$ cat config.mk
export PLATFORM = sky130hd
export DESIGN_NAME = flit_credit_tx
export DESIGN_NICKNAME = d
export VERILOG_FILES = /design/src/rtl/flit_credit_tx.sv
export SDC_FILE = /design/constraint.sdc
export NUM_CORES = 1
export LEC_CHECK = 0
export BUFFER_PORTS_ARGS = -buffer_cell sky130_fd_sc_hd__buf_4
export CAP_MARGIN = 15
export CORE_MARGIN = 2
export CORE_UTILIZATION = 60
export DETAILED_ROUTE_END_ITERATION = 10
export PLACE_DENSITY = 0.84
export SLEW_MARGIN = 20
export SYNTH_ARGS = -nofsm -noshare
export SYNTH_HDL_FRONTEND = slang
export SYNTH_SLANG_ARGS = --single-unit
$ cat constraint.sdc
create_clock -name clk -period 8 [get_ports clk]
set_input_delay 2 -clock clk [delete_from_list [all_inputs] [get_ports clk]]
set_output_delay 2 -clock clk [all_outputs]
set_load 0.005 [all_outputs]
$ cat src/rtl/flit_credit_tx.sv
module flit_credit_tx #(
  parameter int PAYLOAD_W = 72,
  parameter int CRC_W     = 8,
  parameter int PHIT_W    = 20,
  parameter int CREDIT_W  = 8,
  parameter logic [CRC_W-1:0] CRC_POLY = 8'h07
) (
  input  logic                 clk,
  input  logic                 rst_n,
  input  logic                 init_i,
  input  logic [CREDIT_W-1:0]  init_credits_i,
  input  logic                 credit_ret_i,
  input  logic                 pl_valid_i,
  input  logic [PAYLOAD_W-1:0] pl_data_i,
  output logic                 pl_ready_o,
  output logic [PHIT_W-1:0]    phit_o,
  output logic                 phit_valid_o,
  output logic                 phit_start_o
);
  localparam int FLIT_W = PAYLOAD_W + CRC_W;
  localparam int NPHIT  = FLIT_W / PHIT_W;
  localparam int IDX_W  = (NPHIT > 1) ? $clog2(NPHIT) : 1;
  localparam logic [IDX_W-1:0] LAST_IDX = IDX_W'(NPHIT - 1);

  logic                busy_q;
  logic [IDX_W-1:0]    idx_q;
  logic [FLIT_W-1:0]   sh_q;
  logic [CREDIT_W-1:0] credit_q, limit_q;
  logic [CRC_W-1:0]    crc;
  logic                accept;

  always_comb begin
    crc = '0;
    for (int i = PAYLOAD_W - 1; i >= 0; i--) begin
      if (crc[CRC_W-1] ^ pl_data_i[i]) crc = {crc[CRC_W-2:0], 1'b0} ^ CRC_POLY;
      else                             crc = {crc[CRC_W-2:0], 1'b0};
    end
  end

  assign pl_ready_o   = !busy_q && !init_i && (credit_q != '0);
  assign accept       = pl_valid_i && pl_ready_o;
  assign phit_o       = sh_q[FLIT_W-1 -: PHIT_W];
  assign phit_valid_o = busy_q;
  assign phit_start_o = busy_q && (idx_q == '0);

  always_ff @(posedge clk or negedge rst_n) begin
    if (!rst_n) begin
      busy_q <= 1'b0;
      idx_q  <= '0;
      sh_q   <= '0;
    end else if (accept) begin
      busy_q <= 1'b1;
      idx_q  <= '0;
      sh_q   <= {pl_data_i, crc};
    end else if (busy_q) begin
      sh_q  <= sh_q << PHIT_W;
      idx_q <= idx_q + 1'b1;
      if (idx_q == LAST_IDX) busy_q <= 1'b0;
    end
  end

  always_ff @(posedge clk or negedge rst_n) begin
    if (!rst_n) begin
      credit_q <= '0;
      limit_q  <= '0;
    end else if (init_i) begin
      credit_q <= init_credits_i;
      limit_q  <= init_credits_i;
    end else begin
      case ({credit_ret_i, accept})
        2'b01:   credit_q <= credit_q - 1'b1;
        2'b10:   if (credit_q != limit_q) credit_q <= credit_q + 1'b1;
        default: credit_q <= credit_q;
      endcase
    end
  end
endmodule

==> summary.txt <==
Run status
  • Status: finished clean

Placement
  • Place WS: between 2000 and 2500 ps
  • Post-DP HPWL: 13200 um
  • I/O Buffers: 107
  • Final GP Congestion: 0.993

Worst hold path
  • Hold Path Class: reg2reg
  • Min-delay src: sh_q[44]$_DFFE_PN0P_
  • Endpoint, Worst Hold: sh_q[44]$_DFFE_PN0P_
  • Min-Delay Path Depth: 2

Floorplanning
  • Row count: 39
  • Core Area: about 11000 um2
  • Number of I/O pins: 108
  • Initial Util: 61.2%
  • Die height: 112 um
  • Die footprint: 12500 um2
  • Die Wd: 112 um

Critical path
  • WP data required: 8220 ps
  • CP most frequent cell: xnor3_2
  • CP arrival: 5770 ps
  • Reg2Reg Launch Point: credit_q[0]$_DFFE_PN0P_
  • R2R setup slack: around 4000 ps
  • FF-to-FF path depth: 15
  • CP cell instances: buf_4, xnor2_1, xnor3_2, xor2_1, xnor3_2, xor2_2, xor3_2, xnor3_2, xnor3_2, xor2_2, xor2_1, o21ai_1
  • CP Class: in2reg
  • Crit. End Element: register
  • Largest delay contributor family on the critical path: XOR/XNOR gates
  • Crit. Startpoint: pl_data_i[65]
  • CP max stage cell: xnor3_2
  • CP Launch Type: input pin
  • Max incr delay on CP: 490 ps
  • RR Endpoint: credit_q[7]$_DFFE_PN0P_
  • CP Max Fanout: 4
  • CP bufs+invs: 1

Flow run
  • Max Cap Violations: 0

Timing
  • RSZ-0062 raised after global routing: false
  • Final Setup Violations: 0
  • Tcrit/Tclk final: 69.5%
  • Max Fclk: 0.180 GHz
  • TNS Setup: 0 ps
  • Slew @ Worst Pin: 996 ps
  • Fin. Hold Viols: 0
  • Final worst path period need: between 5000 and 6000 ps
  • WHS: 479 ps
  • Rel. slew slack: 33.6%
  • Worst setup margin: 2440 ps
  • Final Max Slew Viols: 0
  • Layout Skew: 8.09 ps

GRT
  • GRT Total Usage: a little under 30%
  • Grt ovf: 0
  • First-pass GRT wire length: approximately 28000 um
  • Largest net degree at the start of global routing: 78
  • Via count of the first global-routing pass: around 5100
  • Initial antenna violation count: 0

Clocking
  • CTS root buf: clkbuf_16
  • CTS Hold Bufs: 0
  • CTS-repair resized insts: 0
  • CTS Buf Count: 9
  • H-tree level count: 3
  • Bufs on Longest Clock Path: 2
  • CTS tree: built
  • Clock latency on the worst-skew pair: approximately 360 ps
  • CTS Sinks: 99
  • Worst-path clk slew: roughly 70 ps
  • Number of setup buffers added after CTS: 0

Route
  • Routed WL per cell: 20.3 um
  • Avg Vias per Cell: between 5 and 6
  • DRC viols: 0
  • Initial DRC Count: 524
  • Vias after detailed routing: 5209
  • Post-route ant nets: 0
  • DRT Pass-1 Iters: 7
  • Total wire length: 17800 um

Cells and area
  • Layout cells sized above 1: 20.6%
  • Fin util: 70.4%
  • Commonest cells after routing, fill and taps aside: 157 x nand2_1, 111 x buf_4, 98 x dfrtp_1, 84 x xnor2_1, 60 x a22oi_1
  • # diodes: 0
  • Synthesis-to-layout area growth: 15.0%
  • Fin nets: 826
  • Commonest non-fill, non-tap cell in the layout: nand2_1

Yosys
  • Mapped Nets: between 700 and 800
  • Register area share after synthesis: 35.4%
  • Post-Syn Instances: 664
  • Yosys cell types: 39
  • Synth Warn #: 0
  • Syn Area/Cell: 10.5 um2
  • Seq cells post-synth: 99
  • Synthesized area: 6990 um2
==> metrics by stage <==
stage	area, um2	std cells
after CTS	8040	880
after floorplan	6990	664
after global placement	7730	864
after detailed placement	7730	864
final	8040	880
after global routing	8040	880
==> worst max-delay path by stage <==
stage	endpoint	slack (ps)	cells after the start
6_report	sh_q[2]$_DFFE_PN0P_	2440	12
5_1_grt	sh_q[2]$_DFFE_PN0P_	2270	12
4_1_cts	sh_q[2]$_DFFE_PN0P_	2470	12
3_5_place_dp	sh_q[2]$_DFFE_PN0P_	2100	12
3_3_place_gp	sh_q[2]$_DFFE_PN0P_	2200	12
2_1_floorplan	sh_q[2]$_DFFE_PN0P_	2450	12
==> synth_stat cells (all sizes together) <==
cell    count  area, um2
clkbuf     29        109
o221ai      1       8.76
and2        2       12.5
or3         1       6.26
inv        14       52.6
xnor3      47       1070
xnor2      89        840
a21oi       6       30.0
o21ai      29        145
nand3       8       40.0
a31oi       1       6.26
nor4        4       25.0
a211oi      1       7.51
o21bai      3       22.5
xor2       48        435
a21o        1       7.51
nand2b      1       6.26
o211ai      5       37.5
nor2        7       26.3
xor3        9        221
buf        25        173
a22oi      60        450
nand2     157        589
ha          8        100
o21a        5       37.5
mux2i       1       10.0
dfrtp      99       2480
mux2        2       22.5
fa          1       20.0
==> routing by layer <==
layer,vias up,GRT usage [%],share of wire (%),wire [um]
met1,2553,42.7,43,7670
li1,2346,-,-,-
met3,30,4.03,8.1,1440
met4,0,10.4,2.6,455
met2,280,46.3,46,8260
met5,-,0,0,0
==> sequential cells by signal, summed over array words and instances (netlist names) <==
register / count
credit_q: 8
idx_q: 2
limit_q: 8
phit_valid_o: 1
sh_q: 80
==> area by class of cell <==
class / count / area (um2)
fill: 807 / 3380
tap: 143 / 179
inverter: 14 / 52.6
sequential: 99 / 2480
timing repair buffer: 111 / 833
multi-input combinational: 497 / 4190
clock buffer: 11 / 243
clock inverter: 5 / 66.3
==> tightest hold or removal path, cell delays in order, from the launching register on <==
cell and delay (ps):
dfrtp_1 350, nand2_1 50, nand2_1 50
==> kinds of logic after synthesis <==
group / synth area share [%]
multiplexers: 0.465
AND/OR/NAND/NOR: 10.1
XOR/XNOR: 36.8
AO/OA/AOI/OAI: 10.8
flip-flops: 35.4
buffers and inverters: 4.78
adder cells (fa/ha/maj): 1.72
Power is not shown: default switching activity piles up to over one toggle a cycle in this logic, so the estimate is an artifact.
